### config.mk
export PLATFORM = sky130hd
export DESIGN_NAME = rtz_link_top
export DESIGN_NICKNAME = d
export VERILOG_FILES = /design/src/rtl/rtz_link_pkg.sv /design/src/rtl/rtz_sync.sv /design/src/rtl/rtz_regfile.sv /design/src/rtl/rtz_initiator.sv /design/src/rtl/rtz_responder.sv /design/src/rtl/rtz_link_top.sv
export SDC_FILE = /design/constraint.sdc
export NUM_CORES = 1
export LEC_CHECK = 0
export BUFFER_PORTS_ARGS = -buffer_cell sky130_fd_sc_hd__buf_2
export CAP_MARGIN = 15
export CELL_PAD_IN_SITES_DETAIL_PLACEMENT = 1
export CELL_PAD_IN_SITES_GLOBAL_PLACEMENT = 2
export CORE_MARGIN = 2
export CORE_UTILIZATION = 41
export CTS_BUF_LIST = sky130_fd_sc_hd__clkbuf_4 sky130_fd_sc_hd__clkbuf_8
export DETAILED_ROUTE_END_ITERATION = 10
export MAX_ROUTING_LAYER = met4
export PLACE_DENSITY_LB_ADDON = 0.15
export REMOVE_ABC_BUFFERS = 1
export SLEW_MARGIN = 10
export SYNTH_ARGS = -nofsm -noshare
export SYNTH_HDL_FRONTEND = slang
export SYNTH_SLANG_ARGS = --single-unit
export TNS_END_PERCENT = 1
### constraint.sdc
create_clock -name clk -period 1.9 [get_ports clk]
set_clock_uncertainty 0.2 [all_clocks]
set_input_delay 0.38 -clock clk [delete_from_list [all_inputs] [get_ports clk]]
set_output_delay 0.38 -clock clk [all_outputs]
set_load 0.03 [all_outputs]
### src/rtl/rtz_link_pkg.sv
package rtz_link_pkg;
  typedef enum logic [1:0] {
    MST_IDLE   = 2'd0,
    MST_SETTLE = 2'd1,
    MST_WAIT_A = 2'd2,
    MST_WAIT_N = 2'd3
  } mst_state_t;

  typedef enum logic {
    SLV_IDLE  = 1'b0,
    SLV_HELD  = 1'b1
  } slv_state_t;
endpackage

### src/rtl/rtz_sync.sv
module rtz_sync #(
  parameter int STAGES = 2
) (
  input  logic clk,
  input  logic rst,
  input  logic d,
  output logic q
);
  logic [STAGES-1:0] chain;

  always_ff @(posedge clk) begin
    if (rst) chain <= '0;
    else     chain <= {chain[STAGES-2:0], d};
  end

  assign q = chain[STAGES-1];
endmodule

### src/rtl/rtz_regfile.sv
module rtz_regfile #(
  parameter int ADDR_W = 4,
  parameter int DATA_W = 8
) (
  input  logic              clk,
  input  logic              we,
  input  logic [ADDR_W-1:0] waddr,
  input  logic [DATA_W-1:0] wdata,
  input  logic              re,
  input  logic [ADDR_W-1:0] raddr,
  output logic [DATA_W-1:0] rdata
);
  localparam int DEPTH = 1 << ADDR_W;

  logic [DATA_W-1:0] mem [DEPTH];

  always_ff @(posedge clk) begin
    if (we) mem[waddr] <= wdata;
    if (re) rdata <= mem[raddr];
  end
endmodule

### src/rtl/rtz_initiator.sv
module rtz_initiator
  import rtz_link_pkg::*;
#(
  parameter int ADDR_W      = 4,
  parameter int DATA_W      = 8,
  parameter int DECODE_CYC  = 2,
  parameter int SYNC_STAGES = 2
) (
  input  logic              clk,
  input  logic              rst,
  input  logic              own_bus,
  input  logic              start,
  input  logic              start_wr,
  input  logic [ADDR_W-1:0] start_addr,
  input  logic [DATA_W-1:0] start_wdata,
  input  logic              ack_in,
  input  logic [DATA_W-1:0] bus_din,
  output logic              ready,
  output logic              req,
  output logic              drv,
  output logic              wdata_en,
  output logic              wr_o,
  output logic [ADDR_W-1:0] addr_o,
  output logic [DATA_W-1:0] wdata_o,
  output logic              done,
  output logic [DATA_W-1:0] rdata
);
  localparam int CNT_W = (DECODE_CYC > 1) ? $clog2(DECODE_CYC) : 1;

  mst_state_t        state;
  logic [CNT_W-1:0]  cnt;
  logic              ack_s;

  rtz_sync #(.STAGES(SYNC_STAGES)) u_ack_sync (
    .clk(clk), .rst(rst), .d(ack_in), .q(ack_s)
  );

  always_ff @(posedge clk) begin
    if (rst) begin
      state   <= MST_IDLE;
      cnt     <= '0;
      req     <= 1'b0;
      drv     <= 1'b0;
      wr_o    <= 1'b0;
      addr_o  <= '0;
      wdata_o <= '0;
      done    <= 1'b0;
      rdata   <= '0;
    end else begin
      done <= 1'b0;
      unique case (state)
        MST_IDLE: begin
          if (start && own_bus) begin
            drv     <= 1'b1;
            wr_o    <= start_wr;
            addr_o  <= start_addr;
            wdata_o <= start_wdata;
            cnt     <= '0;
            state   <= MST_SETTLE;
          end
        end
        MST_SETTLE: begin
          if (cnt == CNT_W'(DECODE_CYC - 1)) begin
            req   <= 1'b1;
            state <= MST_WAIT_A;
          end else begin
            cnt <= cnt + 1'b1;
          end
        end
        MST_WAIT_A: begin
          if (ack_s) begin
            if (!wr_o) rdata <= bus_din;
            req   <= 1'b0;
            state <= MST_WAIT_N;
          end
        end
        MST_WAIT_N: begin
          if (!ack_s) begin
            drv   <= 1'b0;
            wr_o  <= 1'b0;
            done  <= 1'b1;
            state <= MST_IDLE;
          end
        end
        default: state <= MST_IDLE;
      endcase
    end
  end

  assign ready    = (state == MST_IDLE);
  assign wdata_en = drv & wr_o;

  // checker: cycles the address has been driven without request
  int settle_cnt;
  always_ff @(posedge clk) begin
    if (rst || !drv) settle_cnt <= 0;
    else if (!req)   settle_cnt <= settle_cnt + 1;
  end

  a_r2_settle_exact: assert property (@(posedge clk) disable iff (rst)
    $rose(req) |-> (settle_cnt == DECODE_CYC));
  a_r5_req_fall_after_ack: assert property (@(posedge clk) disable iff (rst)
    $fell(req) |-> $past(ack_s));
  a_r7_no_drive_under_ack: assert property (@(posedge clk) disable iff (rst)
    $rose(drv) |-> !$past(ack_s));
  a_r9_done_single: assert property (@(posedge clk) disable iff (rst)
    done |=> !done);
endmodule

### src/rtl/rtz_responder.sv
module rtz_responder
  import rtz_link_pkg::*;
#(
  parameter int ADDR_W      = 4,
  parameter int DATA_W      = 8,
  parameter int SYNC_STAGES = 2
) (
  input  logic              clk,
  input  logic              rst,
  input  logic              req_in,
  input  logic              wr_in,
  input  logic [ADDR_W-1:0] addr_in,
  input  logic [DATA_W-1:0] data_in,
  output logic              ack,
  output logic              dout_en,
  output logic [DATA_W-1:0] dout
);
  slv_state_t state;
  logic       req_s;
  logic       take;

  rtz_sync #(.STAGES(SYNC_STAGES)) u_req_sync (
    .clk(clk), .rst(rst), .d(req_in), .q(req_s)
  );

  assign take = (state == SLV_IDLE) && req_s;

  rtz_regfile #(.ADDR_W(ADDR_W), .DATA_W(DATA_W)) u_rf (
    .clk(clk),
    .we(take && wr_in),
    .waddr(addr_in),
    .wdata(data_in),
    .re(take && !wr_in),
    .raddr(addr_in),
    .rdata(dout)
  );

  always_ff @(posedge clk) begin
    if (rst) begin
      state   <= SLV_IDLE;
      ack     <= 1'b0;
      dout_en <= 1'b0;
    end else begin
      unique case (state)
        SLV_IDLE: begin
          if (req_s) begin
            ack     <= 1'b1;
            dout_en <= !wr_in;
            state   <= SLV_HELD;
          end
        end
        SLV_HELD: begin
          if (!req_s) begin
            ack     <= 1'b0;
            dout_en <= 1'b0;
            state   <= SLV_IDLE;
          end
        end
        default: state <= SLV_IDLE;
      endcase
    end
  end

  a_r3_ack_after_req: assert property (@(posedge clk) disable iff (rst)
    $rose(ack) |-> $past(req_s));
  a_r6_ack_fall_after_req: assert property (@(posedge clk) disable iff (rst)
    $fell(ack) |-> !$past(req_s));
  a_r8_dout_only_read_ack: assert property (@(posedge clk) disable iff (rst)
    dout_en |-> (ack && !wr_in));
endmodule

### src/rtl/rtz_link_top.sv
module rtz_link_top #(
  parameter int ADDR_W      = 4,
  parameter int DATA_W      = 8,
  parameter int DECODE_CYC  = 2,
  parameter int SYNC_STAGES = 2
) (
  input  logic              clk,
  input  logic              rst,
  input  logic              own_bus,
  input  logic              cmd_valid,
  input  logic              cmd_write,
  input  logic [ADDR_W-1:0] cmd_addr,
  input  logic [DATA_W-1:0] cmd_wdata,
  output logic              cmd_ready,
  output logic              xfer_done,
  output logic [DATA_W-1:0] xfer_rdata,
  output logic              bus_req,
  output logic              bus_ack,
  output logic              bus_write,
  output logic              addr_drive,
  output logic              slave_drive
);
  logic              m_wen;
  logic              m_wr;
  logic [ADDR_W-1:0] m_addr;
  logic [DATA_W-1:0] m_wdata;
  logic [DATA_W-1:0] s_dout;
  logic [ADDR_W-1:0] bus_addr;
  logic [DATA_W-1:0] bus_data;

  assign bus_addr  = addr_drive ? m_addr : '0;
  assign bus_write = addr_drive & m_wr;
  assign bus_data  = m_wen ? m_wdata : (slave_drive ? s_dout : '0);

  rtz_initiator #(
    .ADDR_W(ADDR_W), .DATA_W(DATA_W),
    .DECODE_CYC(DECODE_CYC), .SYNC_STAGES(SYNC_STAGES)
  ) u_init (
    .clk(clk), .rst(rst), .own_bus(own_bus),
    .start(cmd_valid), .start_wr(cmd_write),
    .start_addr(cmd_addr), .start_wdata(cmd_wdata),
    .ack_in(bus_ack), .bus_din(bus_data),
    .ready(cmd_ready), .req(bus_req), .drv(addr_drive),
    .wdata_en(m_wen), .wr_o(m_wr), .addr_o(m_addr),
    .wdata_o(m_wdata), .done(xfer_done), .rdata(xfer_rdata)
  );

  rtz_responder #(
    .ADDR_W(ADDR_W), .DATA_W(DATA_W), .SYNC_STAGES(SYNC_STAGES)
  ) u_resp (
    .clk(clk), .rst(rst), .req_in(bus_req), .wr_in(bus_write),
    .addr_in(bus_addr), .data_in(bus_data),
    .ack(bus_ack), .dout_en(slave_drive), .dout(s_dout)
  );

  a_r8_no_data_collision: assert property (@(posedge clk) disable iff (rst)
    !(m_wen && slave_drive));
  a_r1_idle_without_owner: assert property (@(posedge clk) disable iff (rst)
    (cmd_ready && !own_bus) |=> !addr_drive);
endmodule

==> Word level (Yosys, flattened, before mapping) <==
Memories as Yosys holds them, arrays and structs flattened. A register that Yosys moved wholly into a read port is not among the register bits.
Index checks and enable logic that the tools add are counted.
{ "word_totals": {"regBits": 34, "ramBits": 128, "inputBits": 17, "output_inout_bits": 15, "wordCells": 74, "n_memories": 1} }
{ "mem_list": {"columns": ["name", "depth", "word_bits", "read_ports", "rd_clocked_by_memory_dff", "write_ports", "line", "text"], "rows": [
  ["u_resp.u_rf.mem", 16, 8, 1, 1, 1, "rtz_regfile.sv:15", "logic [DATA_W-1:0] mem [DEPTH];"]
]} }
{ "op_classes": {"n_addsub": 1, "n_eq_ne": 9, "n_mux": 28, "bitwise": 4, "n_reduce_logical": 17} }
{ "op_table": {"columns": ["cell", "count"], "rows": [
  ["$mux 8", 2],
  ["$mux 1", 14],
  ["$pmux 1 s2", 6],
  ["$reduce_and 3->1", 3],
  ["$mux 2", 4],
  ["$ne 2x2->1 const B", 4],
  ["$pmux 2 s4", 1],
  ["$reduce_and 2->1", 3],
  ["$reduce_bool 2->1", 3],
  ["$eq 2x2->1 const B", 2],
  ["$logic_and 1x1->1", 4],
  ["$mux 4", 1],
  ["$ne 2x1->1 const B", 2],
  ["$reduce_and 4->1", 1],
  ["$not 1->1", 3],
  ["$eq 2x1->1 const B", 1],
  ["$logic_not 2->1", 1],
  ["$reduce_or 2->1", 1],
  ["$add 1x1->1 const B", 1],
  ["$and 1x1->1", 1],
  ["$logic_not 1->1", 1]
]} }

==> Depth between registers and ports, before layout <==
Gate-level depths: netlist of run 1.
{ "depth": {"word_depth": 5, "depth_mapped": 7, "mapped_depth_nobuf": 6} }

==> Cells and area by module <==
From an unflattened synthesis of run 1, not the netlist that was laid out.
{ "hier_totals": {"cells_unflattened": 394, "area_unflattened_um2": 6740.2} }
{ "modules_own_cells": {"columns": ["mod", "n_inst", "cells_per_inst", "area_per_inst_um2", "seq_area_each_um2"], "rows": [
  ["rtz_regfile", 1, 229, 5227.5, 4083.9],
  ["rtz_initiator", 1, 124, 1148.6, 540.5],
  ["rtz_link_top", 1, 19, 133.9, 0.0],
  ["rtz_responder", 1, 14, 125.1, 60.1],
  ["rtz_sync", 2, 4, 52.6, 40.0]
]} }

==> Worst setup path before layout of run 1 <==
No wires, ideal clock.
{ "synth_timing": {"path_type": "register -> register", "from": "register u_init.drv", "to": "memory u_resp.u_rf.mem[13][0], enable pin", "setup_ns": 0.370, "arrival_time_ns": 2.011, "required_time_ns": 1.330, "setup_slack_ns": -0.682, "path_stages_with_launch": 7, "n_path_buf": 2, "period_less_slack_ns": 2.582, "path_cell_list": "dfxtp_1 buf_2 nand2_1 inv_1 clkbuf_1 nand4b_1 nor2_1"} }
{ "synth_via": {"elab_chain_len": 4, "elab_cells_between_ends": 5, "cone_classes": "mux: 3; bitwise: 1; reduce/logical: 1"} }
{ "synth_rtl": {"columns": ["item", "line", "text"], "rows": [
  ["start, declared", "rtz_initiator.sv:20", "output logic drv,"],
  ["start signal, assigned", "rtz_initiator.sv:43", "drv <= 1'b0;"],
  ["start signal, assigned", "rtz_initiator.sv:54", "drv <= 1'b1;"],
  ["start signal, assigned", "rtz_initiator.sv:79", "drv <= 1'b0;"],
  ["$and 1x1->1", "rtz_link_top.sv:32", "assign bus_write = addr_drive & m_wr;"],
  ["named net bus_write", "rtz_link_top.sv:19", "output logic bus_write,"],
  ["$logic_and 1x1->1", "rtz_responder.sv:30", ".we(take && wr_in),"],
  ["$mux 1", "rtz_regfile.sv:18", "if (we) mem[waddr] <= wdata;"],
  ["$mux 1 (implied by the code)", "rtz_regfile.sv:18", null],
  ["end, declared", "rtz_regfile.sv:15", null]
]} }
The timed path passes the listed nets, and every way through them passes these cells.

==> Worst setup path in the final report of run 1 <==
{ "layout_timing": {"from": "register u_init.addr_o[1]", "to": "register u_resp.u_rf.rdata[0] (read register of u_resp.u_rf.mem) (data pin)"} }
{ "layout_via": {"elab_chain_len": 1} }
{ "layout_rtl": {"columns": ["item", "line", "text"], "rows": [
  ["start, declared", "rtz_initiator.sv:23", "output logic [ADDR_W-1:0] addr_o,"],
  ["start signal, assigned", "rtz_initiator.sv:56", "addr_o <= start_addr;"],
  ["$mux 4", "rtz_link_top.sv:31", "assign bus_addr = addr_drive ? m_addr : '0;"],
  ["end, declared", "rtz_regfile.sv:11", "output logic [DATA_W-1:0] rdata"]
]} }
Every way passes these cells.
A chain may end at the register's enable or synchronous reset.

==> flow_metrics.tcl, run 1 <==
set metrics [dict create \
    status "finished with violations" \
    violations "setup timing" \
    rsz0062_at_grt "yes" \
    dieArea_um2 17500 \
    die_h_um 132 \
    final.min_clock_period_ns 2.02 \
    synth_fa_ha_area_share_pct 0.927 \
    numClockSinks 170 \
    clk_path_buf_depth 2 \
    reg2reg_slack_ns -0.12 \
    yosys_register_bits 170 \
    synth_top_family_by_area "simple AND/OR/NAND/NOR gates" \
    clkTransAtPathRegs_ns 0.09 \
    reg2reg_depth 4 \
    dp_cells 779 \
    max_stage_delay_ns 0.54 \
    htreeDepth 4 \
    gp_congestion 0.878 \
    synthMuxAreaShare_pct 6.19 \
    arrival_ns 2.06 \
    whs_path_depth 3 \
    grt_max_degree 35 \
    cts_tree "built" \
    hold_class "input pin to flop" \
    finalPower_w 0.00792 \
    drt-initial-drc-count 284 \
    synth-simple-area-share_pct 10.5 \
    syn_inst 485 \
    antennaDiodeCount 0 \
    cts-root-buf "clkbuf_8" \
    timing.fmax_ghz 0.494 \
    setup_viol 21 \
    final_cells 828 \
    grt_pass1_wl_um 29100 \
    drtPass1Iterations 4 \
    grt_overflow_total 0 \
    fill_cells 1623 \
    fin_hold_ws_ns 0.194 \
    critical_path_class "flop to flop" \
    hpwlAfterDp_um 13000 \
    hold_violations 0 \
    grt_pass1_vias 4856 \
    final_area_um2 8460 \
    post_dp_cell_area_um2 7730 \
    r2r_start "u_init.addr_o[1]" \
    row_count 46 \
    drt_wl_total_um 18600 \
    drv_cap 0 \
    ant_nets 0 \
    cp-end-kind "flop" \
    track_usage_pct 23.3 \
    fp.dieW_um 132 \
    coreArea_um2 16000 \
    synth_xor_area_share_pct 0 \
    drc 0 \
    r2r-end "u_resp.u_rf.rdata[0]" \
    cpMaxStageDelayCell "mux4_2" \
    synth_warnings 0 \
    synth_edf_count 136 \
    tightest_slew_ns 0.540 \
    cp-start-kind "flop" \
    wl_per_cell_um 22.4 \
    required_ns 1.93 \
    postLayoutSetupSlackWorst_ns -0.122 \
    hold-path-endpoint "u_resp.ack" \
    p_leak_nw 3.02 \
    slew_viol_final 0 \
    synth_compound_area_share_pct 9.12 \
    drive_above_1_share_pct 30.6 \
    nNetsFinal 621 \
    io_pins 32 \
    dp_slack_ns -0.210 \
    synth_seq_area_share_pct 70.6 \
    syn-cell-area_um2 6750 \
    antenna_found_initial 0 \
    synth_flop_cell "edfxtp_1" \
    powerDensity_nw_per_um2 936 \
    start_util_pct 42.2 \
    crit_chain "buf_6 > mux4_2 > a22o_1 > a211o_1" \
    irDropWorstVdd_uv 545 \
    min_from "rst" \
    numCtsBuffers 17 \
    area_growth_pct 25.4 \
    io_buffers 31 \
    crit_family "multiplexers" \
    clk_latency_ns 0.48 \
    via_count 4434 \
    critPathBufInv 1 \
    fin_crit_sh_pct 106 \
    async_reset_ff_share_pct 0 \
    avgSynthCellArea_um2 13.9 \
    vias_per_cell 5.36 \
    path_depth 4 \
    crit_path_max_fanout 7 \
    slew_headroom_pct 63.8 \
    synth_cell_types 49 \
]
-- power by group --
group | leakage, nW | internal (W) | switching, W | total (W)
Clock | 0.198 | 0.00121 | 0.00140 | 0.00261
Sequential | 1.51 | 0.00407 | 0.0000781 | 0.00414
Combinational | 1.32 | 0.000525 | 0.000636 | 0.00116
-- what timing repair did --
| action | CTS | global route |
|---|---|---|
| setup buffers | 2 | 2 |
| endpoints found under the hold margin | 13 | 0 |
| hold buffers | 13 | 0 |
| setup endpoints to repair | 96 | 100 |
| pin swaps | 4 | 5 |
| gates resized for setup | 38 | 21 |
-- cell type report --
| type | count | area (µm²) | area share [%] |
|---|---|---|---|
| Clock buffer | 18 | 241 | 2.85 |
| Clock inverter | 14 | 160 | 1.89 |
| Inverter | 11 | 45.0 | 0.532 |
| Multi-Input combinational cell | 276 | 1910 | 22.6 |
| Sequential cell | 170 | 4770 | 56.4 |
| Tap cell | 216 | 270 | 3.19 |
| Timing Repair Buffer | 123 | 1060 | 12.5 |
-- state kept, by name (all words and copies together) (netlist names) --
name                     count
u_init.wdata_o               8
u_resp.u_rf.rdata            8
u_init.req                   1
u_init.cnt                   1
u_resp.u_req_sync.chain      2
u_init.u_ack_sync.chain      2
u_resp.state                 1
u_resp.ack                   1
u_init.drv                   1
u_init.done                  1
u_init.wr_o                  1
u_resp.u_rf.mem            128
u_init.rdata                 8
u_resp.dout_en               1
u_init.state                 2
u_init.addr_o                4
-- placed cells by master, fill, tap and decap left out, drive strengths merged, types with 4 or more instances in the layout --
| cell | netlist | layout |
|---|---|---|
| a211o | 4 | 4 |
| a21oi | 22 | 22 |
| a221oi | 4 | 4 |
| a22o | 6 | 6 |
| a22oi | 7 | 7 |
| a2bb2oi | 4 | 4 |
| a32o | 5 | 5 |
| and3 | 10 | 10 |
| buf | 13 | 110 |
| clkbuf | 15 | 18 |
| clkinv | 1 | 5 |
| dfxtp | 34 | 34 |
| dlygate4sd3 | 0 | 13 |
| edfxtp | 136 | 136 |
| ha | 5 | 5 |
| inv | 10 | 16 |
| mux2 | 8 | 8 |
| mux2i | 14 | 14 |
| mux4 | 8 | 8 |
| nand2 | 46 | 46 |
| nand3 | 15 | 15 |
| nand4b | 4 | 4 |
| nor2 | 46 | 46 |
| nor2b | 9 | 9 |
| nor3 | 11 | 11 |
| o21ai | 14 | 14 |
| o221ai | 4 | 4 |
| o22ai | 6 | 6 |
-- Yosys cell counts, types with 5 or more instances --
library cell / n / area (µm²)
mux2_2: 8 / 90.1
nor2b_1: 9 / 56.3
inv_1: 10 / 37.5
nor2_1: 46 / 173
a22o_1: 6 / 52.6
mux2i_1: 14 / 140
o22ai_1: 6 / 37.5
and3_1: 10 / 62.6
o21ai_0: 14 / 70.1
a32o_1: 5 / 50.1
clkbuf_1: 15 / 56.3
buf_2: 6 / 30.0
nor3_1: 11 / 55.1
nand3_1: 15 / 75.1
ha_1: 5 / 62.6
dfxtp_1: 34 / 681
a21oi_1: 22 / 110
edfxtp_1: 136 / 4080
nand2_1: 46 / 173
a22oi_1: 7 / 52.6
mux4_2: 6 / 135
-- logic make-up after synthesis --
family          count (synthesis)
compound gates                 89
fa+ha+maj                       5
buf+inv                        39
flops                         170
mux                            30
simple gates                  152
-- metal layers --
| layer | vias up | track usage (%) | wire [µm] |
|---|---|---|---|
| met3 | 33 | 4.00 | 771 |
| li1 | 2059 | - | - |
| met2 | 96 | 38.1 | 9290 |
| met1 | 2246 | 29.1 | 8040 |
| met4 | 0 | 8.90 | 461 |
| met5 | - | - | 0 |
-- worst min-delay path, delay by kind of cell --
family                 cells  cell delay [ns]
buffers and inverters      2             0.33
and+or+nand+nor            1             0.13
-- worst max path at each step --
stage                                start                      to  slack, ns
after global placement    u_init.addr_o[1]  u_resp.u_rf.mem[10][0]      -0.19
after CTS                 u_init.addr_o[1]    u_resp.u_rf.rdata[0]      -0.11
after floorplan           u_init.addr_o[1]    u_resp.u_rf.rdata[0]      -1.11
final                     u_init.addr_o[1]    u_resp.u_rf.rdata[0]      -0.12
after detailed placement        u_init.drv    u_resp.u_rf.rdata[5]      -0.21
after global routing      u_init.addr_o[1]    u_resp.u_rf.rdata[2]      -0.16
-- through the flow --
stage	utilization (%)	setup TNS, ns
final	52.9	-0.657
after global routing	52.9	-4.27
after CTS	52.3	-0.625
after detailed placement	48.3	-9.64
after global placement	48.3	-6.28
after floorplan	-	-214.55
Power figures use the tool's default switching activity.
==> run 2: changes to the inputs <==
SKIP_LAST_GASP = 1   (was unset)
==> flow_metrics.tcl, run 2 (same netlist as run 1, synthesis figures left out) <==
set metrics [dict create \
    r2r-end "u_resp.u_rf.rdata[0]" \
    clk_path_buf_depth 2 \
    fp.dieW_um 132 \
    track_usage_pct 23.2 \
    io_buffers 31 \
    final_core_util_pct 52.6 \
    antenna_found_initial 1 \
    arrival_ns 2.03 \
    status "finished with violations" \
    row_count 46 \
    required_ns 1.93 \
    powerDensity_nw_per_um2 935 \
    hold_class "input pin to flop" \
    slew_viol_final 0 \
    drive_above_1_share_pct 29.4 \
    wl_met3_um 699 \
    ant_nets 0 \
    min_from "own_bus" \
    final.min_clock_period_ns 2.00 \
    final_cells 830 \
    rsz0062_at_grt "yes" \
    drt_wl_total_um 18700 \
    reg2reg_slack_ns -0.10 \
    hold_violations 0 \
    io_pins 32 \
    largest_register "u_resp.u_rf.mem" \
    area_growth_pct 24.7 \
    drt-initial-drc-count 305 \
    start_util_pct 42.2 \
    fill_cells 1625 \
    drtPass1Iterations 5 \
    r2r_start "u_init.addr_o[1]" \
    tightest_slew_ns 0.564 \
    postLayoutSetupSlackWorst_ns -0.102 \
    cts_tree "built" \
    grt_overflow_total 0 \
    cts-root-buf "clkbuf_8" \
    hold-path-endpoint "u_init.cnt" \
    drc 0 \
    whs_path_depth 4 \
    numCtsBuffers 17 \
    dp_slack_ns -0.210 \
    dieArea_um2 17500 \
    fin_tns_setup_ns -0.999 \
    dp_cells 779 \
    numClockSinks 170 \
    grt_pass1_wl_um 29100 \
    clk_latency_ns 0.47 \
    timing.fmax_ghz 0.500 \
    coreArea_um2 16000 \
    grt_max_degree 35 \
    top_layer "met4" \
    wl_per_cell_um 22.5 \
    irDropWorstVdd_uv 547 \
    hpwlAfterDp_um 13000 \
    wl_met1_um 8140 \
    drv_cap 0 \
    cp-end-kind "flop" \
    reg2reg_depth 4 \
    vias_per_cell 5.39 \
    slew_headroom_pct 62.1 \
    crit_path_max_fanout 7 \
    fin_crit_sh_pct 105 \
    via_count 4470 \
    violations "setup timing" \
    p_leak_nw 3.02 \
    critical_path_class "flop to flop" \
    grt_pass1_vias 4868 \
    finalPower_w 0.00787 \
    gp_congestion 0.878 \
    nNetsFinal 622 \
    layout_commonest_cell "edfxtp_1" \
    setup_viol 47 \
    largest_reg_flops 128 \
    clkTransAtPathRegs_ns 0.09 \
    layout_common_cells "edfxtp_1, buf_4, nand2_1" \
    route.met2.wl_um 9390 \
    htreeDepth 4 \
    die_h_um 132 \
    cp-start-kind "flop" \
]
[run 2: cell count changes in the layout (fill, tap and decap cells not counted), moves of 2 or more]
cell,before,now
dfxtp_2,5,2
buf_6,8,5
o21ai_1,6,8
dfxtp_1,28,31
buf_4,61,66
o21ai_0,7,5
[run 2: through the flow]
step | cell area (µm²) | hold WS [ns]
after floorplan | 6610 | 0.214
after global placement | 7730 | 0.221
after detailed placement | 7730 | 0.241
after CTS | 8320 | 0.179
after global routing | 8420 | 0.227
final | 8420 | 0.193
[run 2: what timing repair did]
item | CTS | global route
endpoints found under the hold margin | 13 | 0
endpoints found under the setup margin | 96 | 93
resized for setup | 19 | 25
buffers inserted | 2 | 3
pin swaps | 2 | 6
hold buffers | 13 | 0
cloned | 0 | 0
[run 2: worst max-delay path, cell delays in order (launching register included)]
cell,delay (ns)
dfxtp_4,0.45
buf_6,0.14
mux4_2,0.54
a22o_1,0.20
a211o_1,0.22
[run 2: how the worst max path moves through the flow]
stage,slack [ns],cells past startpoint,to,from
after floorplan,-1.11,3,u_resp.u_rf.rdata[0],u_init.addr_o[1]
after global placement,-0.19,6,u_resp.u_rf.mem[10][0],u_init.addr_o[1]
after detailed placement,-0.21,5,u_resp.u_rf.rdata[5],u_init.drv
after CTS,-0.11,4,u_resp.u_rf.rdata[0],u_init.addr_o[1]
after global routing,-0.18,5,u_resp.u_rf.rdata[3],u_init.addr_o[1]
final,-0.10,4,u_resp.u_rf.rdata[0],u_init.addr_o[1]
[run 2: metal layers]
metal  vias up  track usage [%]
li1       2063                -
met4         0             8.48
met3        30             4.38
met1      2281             28.7
met5         -                -
met2        96             38.3
[run 2: layout make-up]
type | instances | area [µm²] | share of cell area (%)
clock buffers | 18 | 241 | 2.87
well taps | 216 | 270 | 3.21
inverters | 11 | 41.3 | 0.490
diodes | 1 | 2.50 | 0.0297
multi-input cells | 276 | 1880 | 22.4
flip-flops and latches | 170 | 4770 | 56.7
clock inverters | 14 | 160 | 1.90
repair buffers | 124 | 1050 | 12.4
[run 2: report_power, final]
part / total [W] / switching (W) / internal, W
registers: 0.00414 / 0.0000754 / 0.00406
logic: 0.00113 / 0.000626 / 0.000499
clock network: 0.00261 / 0.00140 / 0.00121
total: 0.00787 / 0.00210 / 0.00577
==> run 3: changes to the inputs <==
TNS_END_PERCENT = 10   (was 1)
==> flow_metrics.tcl, run 3 (same netlist as run 1, synthesis figures left out) <==
set metrics [dict create \
    drv_cap 0 \
    violations "setup timing" \
    irDropWorstVdd_uv 545 \
    critical_path_class "flop to flop" \
    grt_overflow_total 0 \
    powerDensity_nw_per_um2 931 \
    area_growth_pct 25.2 \
    drtPass1Iterations 4 \
    cts_tree "built" \
    hold-path-endpoint "u_init.cnt" \
    tightest_slew_ns 0.513 \
    track_usage_pct 23.3 \
    timing.fmax_ghz 0.503 \
    slew_viol_final 0 \
    combPwrFrac_pct 14.4 \
    layout_common_cells "edfxtp_1, buf_4, nand2_1" \
    clockPowerShare_pct 33.0 \
    internal-power_w 0.00578 \
    rsz0062_at_grt "yes" \
    p_sw_w 0.00209 \
    final_core_util_pct 52.8 \
    switching_share_pct 26.6 \
    grt_pass1_wl_um 29100 \
    io_buffers 31 \
    dieArea_um2 17500 \
    antenna_found_initial 1 \
    crit_path_max_fanout 7 \
    drt-initial-drc-count 315 \
    cp-end-kind "flop" \
    hpwlAfterDp_um 13000 \
    hold_class "input pin to flop" \
    cp-start-kind "flop" \
    final_area_um2 8450 \
    post_dp_cell_area_um2 7730 \
    postLayoutSetupSlackWorst_ns -0.0895 \
    r2r_start "u_init.addr_o[1]" \
    vias_per_cell 5.34 \
    row_count 46 \
    grt_pass1_vias 4870 \
    die_h_um 132 \
    via_count 4437 \
    layout_commonest_cell "edfxtp_1" \
    p_leak_nw 3.03 \
    grt_max_degree 35 \
    nNetsFinal 623 \
    coreArea_um2 16000 \
    slew_headroom_pct 65.6 \
    fp.dieW_um 132 \
    drt_wl_total_um 18700 \
    fin_tns_setup_ns -1.59 \
    fin_hold_ws_ns 0.201 \
    final.min_clock_period_ns 1.99 \
    seqPwrFrac_pct 52.5 \
    required_ns 1.92 \
    reg2reg_depth 4 \
    hold_violations 0 \
    setup_viol 58 \
    numClockSinks 170 \
    htreeDepth 4 \
    largest_register "u_resp.u_rf.mem" \
    io_pins 32 \
    start_util_pct 42.2 \
    finalPower_w 0.00787 \
    fin_crit_sh_pct 105 \
    arrival_ns 2.01 \
    cts-root-buf "clkbuf_8" \
    gp_congestion 0.878 \
    drc 0 \
    r2r-end "u_resp.u_rf.rdata[0]" \
    largest_reg_flops 128 \
    drive_above_1_share_pct 30.1 \
    clk_latency_ns 0.46 \
    reg2reg_slack_ns -0.09 \
    clkTransAtPathRegs_ns 0.09 \
    min_from "own_bus" \
    wl_per_cell_um 22.5 \
    status "finished with violations" \
    clk_path_buf_depth 2 \
    whs_path_depth 4 \
    ant_nets 0 \
    numCtsBuffers 17 \
]
[run 3: cell count changes in the layout (fill, tap and decap cells not counted), sizes merged]
| cell | delta |
|---|---|
| buf | +1 |
[run 3: worst max path at each step]
stage,cells after the start,from,end
3_3_place_gp,6,u_init.addr_o[1],u_resp.u_rf.mem[10][0]
5_1_grt,5,u_init.addr_o[1],u_resp.u_rf.rdata[3]
6_report,4,u_init.addr_o[1],u_resp.u_rf.rdata[0]
2_1_floorplan,3,u_init.addr_o[1],u_resp.u_rf.rdata[0]
4_1_cts,4,u_init.addr_o[1],u_resp.u_rf.rdata[0]
3_5_place_dp,5,u_init.drv,u_resp.u_rf.rdata[5]
[run 3: metrics by stage]
| step | instances | setup WS [ns] |
|---|---|---|
| global route | 831 | -0.166 |
| floorplan | 457 | -1.11 |
| CTS | 826 | -0.115 |
| finish | 831 | -0.0895 |
| detailed placement | 779 | -0.210 |
| global placement | 779 | -0.188 |
[run 3: critical path: stages, from the launching register on]
cell and delay [ns]:
dfxtp_4 0.45, buf_4 0.14, mux4_2 0.50, a22o_1 0.24, a211o_1 0.22
[run 3: final cells by class]
cell class              count  area [µm²]
flip-flops and latches    170        4770
well taps                 216         270
clock inverters            14         160
diodes                      1        2.50
fillers                  1621        7550
multi-input cells         276        1900
repair buffers            125        1060
clock buffers              18         241
inverters                  11        41.3
[run 3: metal layers]
metal,GRT usage [%],up-vias,wire (µm),part of all wire (%)
li1,-,2066,-,-
met1,29.0,2240,7980,43
met2,38.2,99,9320,50
met3,4.04,32,916,4.9
met4,8.72,0,522,2.8
met5,-,-,0,0
[run 3: power groups by stage]
stage               Sequential, W  Combinational [W]  Clock [W]
global placement          0.00421           0.000995          0
CTS                       0.00414            0.00109    0.00266
global route              0.00415            0.00125    0.00282
detailed placement        0.00422            0.00102          0
floorplan                 0.00428           0.000496          0
finish                    0.00414            0.00113    0.00260
[run 3: timing repair]
item / in CTS / in global routing
endpoints found under the setup margin: 96 / 96
gates cloned: 0 / 0
setup buffers: 2 / 4
gates resized for setup: 21 / 30
pin swaps: 3 / 7
endpoints found under the hold margin: 13 / 0
hold buffers: 13 / 0
